===== src/rtl/rdo_pkg.sv =====
package rdo_pkg;
  typedef enum logic [2:0] {
    ST_IDLE  = 3'd0,
    ST_ARMED = 3'd1,
    ST_WAIT  = 3'd2,
    ST_SHIFT = 3'd3,
    ST_PASS  = 3'd4
  } rdo_st_e;
endpackage


===== src/rtl/rdo_rst_sync.sv =====
module rdo_rst_sync (
  input  logic clk,
  input  logic rst_n,
  output logic rst_i_n
);
  logic [1:0] sync_q;

  always_ff @(posedge clk or negedge rst_n) begin
    if (!rst_n) sync_q <= 2'b00;
    else        sync_q <= {sync_q[0], 1'b1};
  end

  assign rst_i_n = sync_q[1];
endmodule


===== src/rtl/rdo_ctrl.sv =====
module rdo_ctrl
  import rdo_pkg::*;
#(
  parameter int TMO_CYC = 16
) (
  input  logic    clk,
  input  logic    rst_i_n,
  input  logic    trig_hit,
  input  logic    accept,
  input  logic    tok_in,
  input  logic    has_data,
  input  logic    last_slot,
  output rdo_st_e st_q,
  output logic    load,
  output logic    byp_q,
  output logic    clr_req
);
  localparam int TW = (TMO_CYC > 1) ? $clog2(TMO_CYC) : 1;
  localparam logic [TW-1:0] TMO_LAST = TW'(TMO_CYC - 1);

  rdo_st_e     st_d;
  logic [TW-1:0] tmr_q, tmr_d;
  logic        tmr_en;
  logic        tmo_hit;
  logic        byp_d;

  assign tmo_hit = (st_q == ST_ARMED) && (tmr_q == TMO_LAST);
  assign clr_req = tmo_hit && !accept;
  assign load    = (st_q == ST_WAIT) && tok_in && has_data;
  assign byp_d   = tok_in && ((st_q == ST_IDLE) || (st_q == ST_ARMED));

  always_comb begin
    st_d = st_q;
    unique case (st_q)
      ST_IDLE:  if (trig_hit) st_d = ST_ARMED;
      ST_ARMED: begin
        if (accept)       st_d = ST_WAIT;
        else if (tmo_hit) st_d = ST_IDLE;
      end
      ST_WAIT:  if (tok_in) st_d = has_data ? ST_SHIFT : ST_PASS;
      ST_SHIFT: if (last_slot) st_d = ST_IDLE;
      ST_PASS:  st_d = ST_IDLE;
      default:  st_d = ST_IDLE;
    endcase
  end

  assign tmr_en = (st_q == ST_ARMED) || (tmr_q != '0);

  always_comb begin
    if (st_d == ST_ARMED && st_q == ST_ARMED) tmr_d = tmr_q + 1'b1;
    else                                       tmr_d = '0;
  end

  always_ff @(posedge clk or negedge rst_i_n) begin
    if (!rst_i_n) begin
      st_q  <= ST_IDLE;
      byp_q <= 1'b0;
    end else begin
      st_q  <= st_d;
      byp_q <= byp_d;
    end
  end

  always_ff @(posedge clk or negedge rst_i_n) begin
    if (!rst_i_n)    tmr_q <= '0;
    else if (tmr_en) tmr_q <= tmr_d;
  end
endmodule


===== src/rtl/rdo_shifter.sv =====
module rdo_shifter #(
  parameter int NSLOT = 8,
  localparam int SELW = $clog2(NSLOT)
) (
  input  logic            clk,
  input  logic            rst_i_n,
  input  logic            load,
  input  logic            shift_en,
  input  logic [NSLOT-1:0] din,
  output logic [SELW-1:0] cnt_q,
  output logic            bit_out,
  output logic            last_slot
);
  localparam logic [SELW-1:0] LAST = SELW'(NSLOT - 1);

  logic [NSLOT-1:0] sreg_q, sreg_d;
  logic [SELW-1:0]  cnt_d;
  logic             en;

  assign en = load || shift_en;

  always_comb begin
    if (load) begin
      sreg_d = din;
      cnt_d  = '0;
    end else begin
      sreg_d = {1'b0, sreg_q[NSLOT-1:1]};
      cnt_d  = (cnt_q == LAST) ? '0 : cnt_q + 1'b1;
    end
  end

  always_ff @(posedge clk or negedge rst_i_n) begin
    if (!rst_i_n) begin
      sreg_q <= '0;
      cnt_q  <= '0;
    end else if (en) begin
      sreg_q <= sreg_d;
      cnt_q  <= cnt_d;
    end
  end

  assign bit_out   = sreg_q[0];
  assign last_slot = shift_en && (cnt_q == LAST);
endmodule


===== src/rtl/rdo_token_seq.sv =====
module rdo_token_seq
  import rdo_pkg::*;
#(
  parameter int NSLOT   = 8,
  parameter int TMO_CYC = 16,
  localparam int SELW   = $clog2(NSLOT)
) (
  input  logic             clk,
  input  logic             rst_n,
  input  logic             trig_hit,
  input  logic             has_data,
  input  logic [NSLOT-1:0] hit_bits,
  input  logic             accept,
  input  logic             tok_in,
  output logic             tok_out,
  output logic             ser_out,
  output logic [SELW-1:0]  mux_sel,
  output logic             clr_req
);
  logic            rst_i_n;
  rdo_st_e         st_q;
  logic            load;
  logic            byp_q;
  logic            last_slot;
  logic            in_shift;
  logic [SELW-1:0] cnt_q;
  logic            bit_out;

  rdo_rst_sync u_rst (
    .clk     (clk),
    .rst_n   (rst_n),
    .rst_i_n (rst_i_n)
  );

  rdo_ctrl #(.TMO_CYC(TMO_CYC)) u_ctrl (
    .clk       (clk),
    .rst_i_n   (rst_i_n),
    .trig_hit  (trig_hit),
    .accept    (accept),
    .tok_in    (tok_in),
    .has_data  (has_data),
    .last_slot (last_slot),
    .st_q      (st_q),
    .load      (load),
    .byp_q     (byp_q),
    .clr_req   (clr_req)
  );

  assign in_shift = (st_q == ST_SHIFT);

  rdo_shifter #(.NSLOT(NSLOT)) u_shf (
    .clk       (clk),
    .rst_i_n   (rst_i_n),
    .load      (load),
    .shift_en  (in_shift),
    .din       (hit_bits),
    .cnt_q     (cnt_q),
    .bit_out   (bit_out),
    .last_slot (last_slot)
  );

  assign tok_out = byp_q || (st_q == ST_PASS) || last_slot;
  assign ser_out = in_shift && bit_out;
  assign mux_sel = in_shift ? cnt_q : '0;
endmodule


===== config.mk =====
export PLATFORM = sky130hd
export DESIGN_NAME = rdo_token_seq
export DESIGN_NICKNAME = d
export VERILOG_FILES = /design/src/rtl/rdo_pkg.sv /design/src/rtl/rdo_rst_sync.sv /design/src/rtl/rdo_ctrl.sv /design/src/rtl/rdo_shifter.sv /design/src/rtl/rdo_token_seq.sv
export SDC_FILE = /design/constraint.sdc
export NUM_CORES = 1
export LEC_CHECK = 0
export CAP_MARGIN = 20
export CORE_MARGIN = 5
export CORE_UTILIZATION = 54
export CTS_CLUSTER_DIAMETER = 120
export DETAILED_ROUTE_END_ITERATION = 12
export MAX_ROUTING_LAYER = met4
export PLACE_DENSITY_LB_ADDON = 0.15
export REMOVE_ABC_BUFFERS = 1
export SLEW_MARGIN = 20
export SYNTH_ARGS = -nofsm -noshare
export SYNTH_HDL_FRONTEND = slang
export SYNTH_SLANG_ARGS = --single-unit

===== constraint.sdc =====
create_clock -name clk -period 3.65 [get_ports clk]
set_input_delay 0.5475 -clock clk [delete_from_list [all_inputs] [get_ports clk]]
set_output_delay 0.5475 -clock clk [all_outputs]
set_load 0.05 [all_outputs]

After elaboration in Yosys (flattened, before gate mapping) --
Cells that the tools add are included.
Word-level totals: flip-flop bits (word level) 21, bits of input ports 14, output and inout port bits 6, logic and storage cells 43
Operators by class: add/sub/neg operators 2, equal/unequal tests 7, muxes and demuxes 12, reductions and logical operators 16
Operators by type and width (count):
- 3-bit 2-to-1 mux | 9
- 3-bit case mux with 4 select lines | 1
- 1-bit logical AND | 8
- 8-bit 2-to-1 mux | 1
- 3-bit by 1-bit == test with 1-bit output, second input constant | 2
- 3-bit by 2-bit == test with 1-bit output, second input constant | 2
- 3-bit == test, second input constant | 2
- 1-bit logical OR | 5
- 4-bit by 1-bit adder with 4-bit output, second input constant | 1
- 4-bit == test, second input constant | 1
- 4-bit 2-to-1 mux | 1
- 4-bit nonzero test | 1
- 3-bit by 1-bit adder with 3-bit output, second input constant | 1
- 3-bit zero test | 1
- 1-bit zero test | 1

Depth between registers and ports, before layout --
Gate-level depths: netlist (run 1).
depth after elaboration 8, depth in mapped cells 5, mapped depth without buffers 5

Hierarchy --
Synthesis (run 1) repeated with hierarchy kept, for this count alone.
Second synthesis, totals: cells, all modules 100, area, all modules 1068.5 µm²
By module, submodules not included:
- rdo_shifter | instances 1, cells each 49, area an instance 523.0 µm², seq. area each 275.3 µm²
- rdo_ctrl | instances 1, cells each 41, area an instance 442.9 µm², seq. area each 200.2 µm²
- rdo_rst_sync | instances 1, cells each 3, area an instance 53.8 µm², seq. area each 50.0 µm²
- rdo_token_seq | instances 1, cells each 7, area an instance 48.8 µm², seq. area each 0.0 µm²

Least setup slack after synthesis (run 1) --
Ideal clock, no wire load.
path type input -> output, from input port accept, to output port clr_req, data arrival time 1.694 ns, required time 3.102 ns, path slack 1.409 ns, stages 2, buffers on the path 0, path through or4b_4 -> nor2_1
On the way: longest elaborated chain between the ends 2
Ends and longest elaborated chain:
- start, declared | line rdo_token_seq.sv:13 | input logic accept,
- 1-bit zero test | line rdo_ctrl.sv:28 | assign clr_req = tmo_hit && !accept;
- 1-bit logical AND | line rdo_ctrl.sv:28
- end, declared | line rdo_token_seq.sv:18 | output logic clr_req
No other way between the ends.

Worst setup path after layout (run 1) --
Ends and elaborated chain as after synthesis.

==> flow_summary.json, run 1 <==
{
  "status": "completed",
  "crit_arrival_ps": 2400,
  "grt_pass1_vias": 829,
  "grt_max_degree": 20,
  "worstSetupStartpointType": "input port",
  "fin_skew_ps": 9.055,
  "seq_area_frac_synth": 0.4784,
  "slew-limit-headroom": 0.5126,
  "dr_total_vias": 806,
  "grt_antenna_before_repair": 0,
  "rr_worst_depth": 3,
  "powerDensity_nw_per_um2": 626.9,
  "crit_top_cell": "clkdlybuf4s50_1",
  "cts.htree.levels": 1,
  "final_cell_mix": "dfrtp_1 (21), clkdlybuf4s50_1 (19), o21ai_0 (10), nand3_1 (9), nand2_1 (8)",
  "io_buffers": 19,
  "antenna_cells": 0,
  "tightest_slew_ps": 731.1,
  "r2r-start": "u_ctrl.st_q[2]",
  "setup_viol": 0,
  "clk_pin_slew_worst_paths_ps": 110,
  "grt_pass1_wl_um": 3270,
  "core_um2": 1942,
  "cp_top_family": "buffers and inverters",
  "synthesis.area_um2": 1099,
  "ys_seq_elements": 21,
  "routed_via_density": 5.373,
  "synth_cell_types": 33,
  "period_needed_ps": 2949,
  "die_y_um": 55.11,
  "cp_max_fo": 3,
  "nets": 142,
  "slowest_stage": "clkdlybuf4s50_1",
  "final_common_cell": "dfrtp_1",
  "area_growth_pct": 18.68,
  "postCtsSetupBuffers": 0,
  "hp-class": "register to async pin",
  "worstSetupPathType": "input port to output port",
  "initialDrtViolationCount": 6,
  "fill_cells": 176,
  "ios": 20,
  "worstReg2RegEnd": "u_shf.cnt_q[0]",
  "ant_nets": 0,
  "leakagePower_nw": 0.5824,
  "peakVddDrop_mv": 0.3919,
  "post_drt_wl_per_cell_um": 13.07,
  "row_count": 16,
  "setup_tns_ps": 0,
  "maxCapViolations": 0,
  "max-clock-path-buffers": 2,
  "path_cells": "clkdlybuf4s50_1, or4b_4, nor2_1, clkdlybuf4s50_1",
  "slowest_delay_ps": 810,
  "initial_core_util": 0.5657,
  "dpl.hpwl_um": 1477,
  "final-hold-violation-count": 0,
  "post_cts_resized": 0,
  "grt_overflow": 0,
  "gp_congestion": 0.7297,
  "drive_gt1_frac": 0.09756,
  "dr.pass1.iters": 4,
  "synthCells": 107,
  "die_area_um2": 3037,
  "drc_errors": 0,
  "rsz0062_at_grt": "no",
  "seqCellArea_um2": 525.5,
  "wl_um": 1961,
  "required_ps": 3100,
  "track_usage": 0.1540,
  "clk_latency_ps": 290,
  "die_w_um": 55.11,
  "cts_root_buffer": "clkbuf_4",
  "r2r_setup_slack_ps": 1930,
  "dpl-instance-area_um2": 1277,
  "postCtsHoldBufs": 0,
  "max_freq_ghz": 0.3391,
  "min_period_over_period": 0.8080,
  "cp_num_buf_inv": 2,
  "drv_slew": 0,
  "yosysWarnings": 0,
  "cts_buffers": 3,
  "final_cell_area_um2": 1304,
  "cts_sinks": 21,
  "multi_input_area_um2": 516.7,
  "syn_area_per_cell_um2": 10.27,
  "cts_tree": "yes",
  "endpoint_kind": "output port"
}
-- state kept, by name, indices dropped and copies added (netlist names) --
signal and cells:
u_ctrl.byp_q 1, u_shf.sreg_q 8, u_ctrl.st_q 3, u_shf.cnt_q 3, u_rst.sync_q 2, u_ctrl.tmr_q 4
-- cells in the mapped netlist (all sizes together) --
library cell   n  area (µm²)
nor3b          2       15.01
clkbuf         2       7.510
ha             4       50.05
buf            5       37.53
nor2b          3       18.77
nand2b         2       20.02
a21oi          3       15.01
o211ai         1       7.510
and3b          1       10.01
nor2           5       21.27
xor2           1       8.760
dfrtp         21       525.5
conb           1       3.750
and4bb         1       12.51
or4b           1       13.76
a2bb2oi        1       8.760
xnor2          1       8.760
nand3b         3       22.52
o21ai         12       67.57
a32oi          1       8.760
nand2          8       30.03
nand3          9       45.04
mux2i          6       60.06
nand4          2       12.51
a211o          1       10.01
and2           5       31.28
inv            3       11.26
or3b           1       8.760
or3            1       6.260
-- metrics by stage --
| step | std cells | power [mW] | utilization | hold WS, ps | setup WS [ps] |
|---|---|---|---|---|---|
| 2_1_floorplan | 100 | 0.6227 | - | 240.1 | 1409 |
| 3_3_place_gp | 146 | 0.6996 | 0.6579 | 332.9 | 753.2 |
| 3_5_place_dp | 146 | 0.7220 | 0.6579 | 326.9 | 706.0 |
| 4_1_cts | 150 | 0.8274 | 0.6714 | 334.9 | 705.9 |
| 5_1_grt | 150 | 0.8879 | 0.6714 | 373.8 | 683.1 |
| 6_report | 150 | 0.8174 | 0.6714 | 298.1 | 700.8 |
-- power breakdown --
group / switching (mW) / leakage [nW] / internal [mW]
Sequential: 0.0745 / 0.268 / 0.315
Combinational: 0.170 / 0.299 / 0.153
Clock: 0.0624 / 0.0150 / 0.0424
-- worst max-delay path by stage --
| stage | start | endpoint | slack (ps) | depth (start not counted) |
|---|---|---|---|---|
| 2_1_floorplan | accept | clr_req | 1410 | 2 |
| 3_3_place_gp | accept | clr_req | 750 | 4 |
| 3_5_place_dp | accept | clr_req | 710 | 4 |
| 4_1_cts | accept | clr_req | 710 | 4 |
| 5_1_grt | accept | clr_req | 680 | 4 |
| 6_report | accept | clr_req | 700 | 4 |
-- per-layer routing --
layer / vias to the layer above / routed length, µm / global-route usage
li1: 400 / - / -
met1: 389 / 847 / 0.1689
met2: 15 / 1007 / 0.2835
met3: 2 / 97 / 0.02413
met4: 0 / 9 / 0.04858
met5: - / 0 / -
-- cell families after synthesis --
kind of cell,after synthesis,share of synthesized area
other,1,0.003414
flip-flops,21,0.4784
AO/OA/AOI/OAI,19,0.1071
buffers and inverters,10,0.05125
AND/OR/NAND/NOR,44,0.2437
adder cells (fa/ha/maj),4,0.04556
XOR/XNOR,2,0.01595
multiplexers,6,0.05467
-- cell type report --
class	instances	share of cell area
multi-input combinational	76	0.3964
sequential	21	0.4031
clock buffer	4	0.02015
timing repair buffer	19	0.1459
tap	27	0.02591
inverter	3	0.008637
-- worst reg2reg max path, cell delays in order (launching register included) --
cell and delay [ps]:
dfrtp_1 490, nand3b_1 540, or3_1 490, a21oi_1 140
Note: power is estimated with default switching activity, not from simulation.
==> run 2: changes to the inputs <==
--- a/config.mk
+++ b/config.mk
@@ -7,7 +7,7 @@
 export LEC_CHECK = 0
 export CAP_MARGIN = 20
 export CORE_MARGIN = 5
-export CORE_UTILIZATION = 54
+export CORE_UTILIZATION = 46
 export CTS_CLUSTER_DIAMETER = 120
 export DETAILED_ROUTE_END_ITERATION = 12
 export MAX_ROUTING_LAYER = met4
==> constraint.sdc (replaced) <==
create_clock -name clk -period 2.7 [get_ports clk]
set_input_delay 0.405 -clock clk [delete_from_list [all_inputs] [get_ports clk]]
set_output_delay 0.405 -clock clk [all_outputs]
set_load 0.05 [all_outputs]
==> flow_summary.json, run 2 (synthesis results as in run 1) <==
{
  "final_cell_area_um2": 1315,
  "wl_um": 1993,
  "post_drt_wl_per_cell_um": 13.20,
  "cp_num_buf_inv": 1,
  "die_y_um": 58.87,
  "internal_power_uw": 683.1,
  "setup_viol": 0,
  "switching_share": 0.3818,
  "die_area_um2": 3466,
  "largest-register": "u_shf.sreg_q",
  "core_um2": 2255,
  "path_cells": "and3b_2, and2_1, clkdlybuf4s50_1",
  "final-hold-violation-count": 0,
  "layout_setup_ws_ps": 223.5,
  "antenna_cells": 0,
  "fin_util": 0.5832,
  "grt_antenna_before_repair": 0,
  "slew-limit-headroom": 0.4745,
  "p_switching_uw": 421.9,
  "track_usage": 0.1362,
  "peakVddDrop_mv": 0.4098,
  "final_cell_mix": "dfrtp_1 (21), clkdlybuf4s50_1 (17), o21ai_0 (10), nand3_1 (9), nand2_1 (8)",
  "grt_pass1_wl_um": 3567,
  "drc_errors": 0,
  "postCtsHoldBufs": 0,
  "multi_input_area_um2": 516.7,
  "clk_latency_ps": 300,
  "row_count": 17,
  "fill_cells": 217,
  "pwr-share-clk": 0.137,
  "cts_tree": "yes",
  "max-clock-path-buffers": 2,
  "dr.pass1.iters": 4,
  "min_period_over_period": 0.9172,
  "worstSetupPathType": "register to output port",
  "maxCapViolations": 0,
  "wl_met2_um": 886,
  "setup_tns_ps": 0,
  "final_common_cell": "dfrtp_1",
  "crit_arrival_ps": 2070,
  "period_needed_ps": 2477,
  "largest_reg_flops": 8,
  "nets": 142,
  "grt_pass1_vias": 800,
  "io_buffers": 19,
  "slowest_stage": "clkdlybuf4s50_1",
  "tightest_slew_ps": 788.2,
  "max_freq_ghz": 0.4038,
  "powerDensity_nw_per_um2": 840.4,
  "grt_max_degree": 20,
  "ios": 20,
  "dr_wl_met3_um": 79,
  "fin_skew_ps": 1.429,
  "reg.largest.list": "u_shf.sreg_q x8, u_ctrl.tmr_q x4",
  "slowest_delay_ps": 790,
  "ant_nets": 0,
  "leakagePower_nw": 0.5923,
  "holdWs_ps": 249.1,
  "gp_congestion": 0.6915,
  "pre_cts_ws_ps": 327.1,
  "required_ps": 2300,
  "seqCellArea_um2": 525.5,
  "cts_sinks": 21,
  "postCtsSetupBuffers": 0,
  "hp-class": "input port to async pin",
  "worstSetupStartpointType": "register",
  "status": "completed",
  "clk_pin_slew_worst_paths_ps": 120,
  "cp_top_family": "buffers and inverters",
  "drive_gt1_frac": 0.1138,
  "pwr-share-comb": 0.388,
  "area_growth_pct": 19.70,
  "initial_core_util": 0.4872,
  "dpl-instance-area_um2": 1289,
  "cp_max_fo": 10,
  "dpl.hpwl_um": 1454,
  "drv_slew": 0,
  "cts_buffers": 3,
  "endpoint_kind": "output port",
  "grt_overflow": 0,
  "power.share.sequential": 0.475,
  "cts_root_buffer": "clkbuf_4",
  "initialDrtViolationCount": 11,
  "top_layer": "met4",
  "drt-met1-wl_um": 1008,
  "cts.htree.levels": 1,
  "die_w_um": 58.87,
  "dr_total_vias": 795,
  "routed_via_density": 5.265,
  "rsz0062_at_grt": "no"
}
## run 2: timing repair
item | in CTS | in global routing
endpoints found under the setup margin | 1 | 0
gates resized for setup | 1 | 0
hold endpoints to repair | 0 | 0
## run 2: stage by stage
| step | std cells | total power [mW] |
|---|---|---|
| after global placement | 147 | 0.9597 |
| after detailed placement | 147 | 0.9717 |
| after floorplan | 100 | 0.8418 |
| after global routing | 151 | 1.204 |
| after CTS | 151 | 1.121 |
| final | 151 | 1.105 |
## run 2: per-layer routing
layer	up-vias	global-route usage
met1	375	0.1888
met5	-	-
li1	402	-
met4	0	0.04854
met2	16	0.2003
met3	2	0.02193
## run 2: power by group through the flow
stage	sequential (mW)	clock, mW	combinational, mW
after global placement	0.529	0	0.431
after detailed placement	0.532	0	0.439
final	0.525	0.151	0.429
after CTS	0.525	0.159	0.437
after global routing	0.547	0.173	0.484
after floorplan	0.506	0	0.336
## run 2: path summary, 6_finish.rpt
kind	slack, ps	start	depth (start not counted)	endpoint
min reg2reg	330	u_rst.sync_q[1]	0	u_ctrl.tmr_q[1]
max reg2reg	970	u_ctrl.st_q[2]	3	u_shf.cnt_q[0]
max in group asynchronous	1880	u_rst.sync_q[1]	0	u_ctrl.st_q[1]
min in group clk	360	u_rst.sync_q[0]	0	u_rst.sync_q[1]
min	250	rst_n	1	u_rst.sync_q[1]
max	220	u_ctrl.st_q[2]	3	mux_sel[2]
## run 2: layout make-up
type,count,share of cell area
clock buffer,3,0.01713
clock inverter,1,0.003806
sequential,21,0.3996
multi-input combinational,76,0.3930
inverter,3,0.008563
tap,28,0.02664
timing repair buffer,19,0.1513
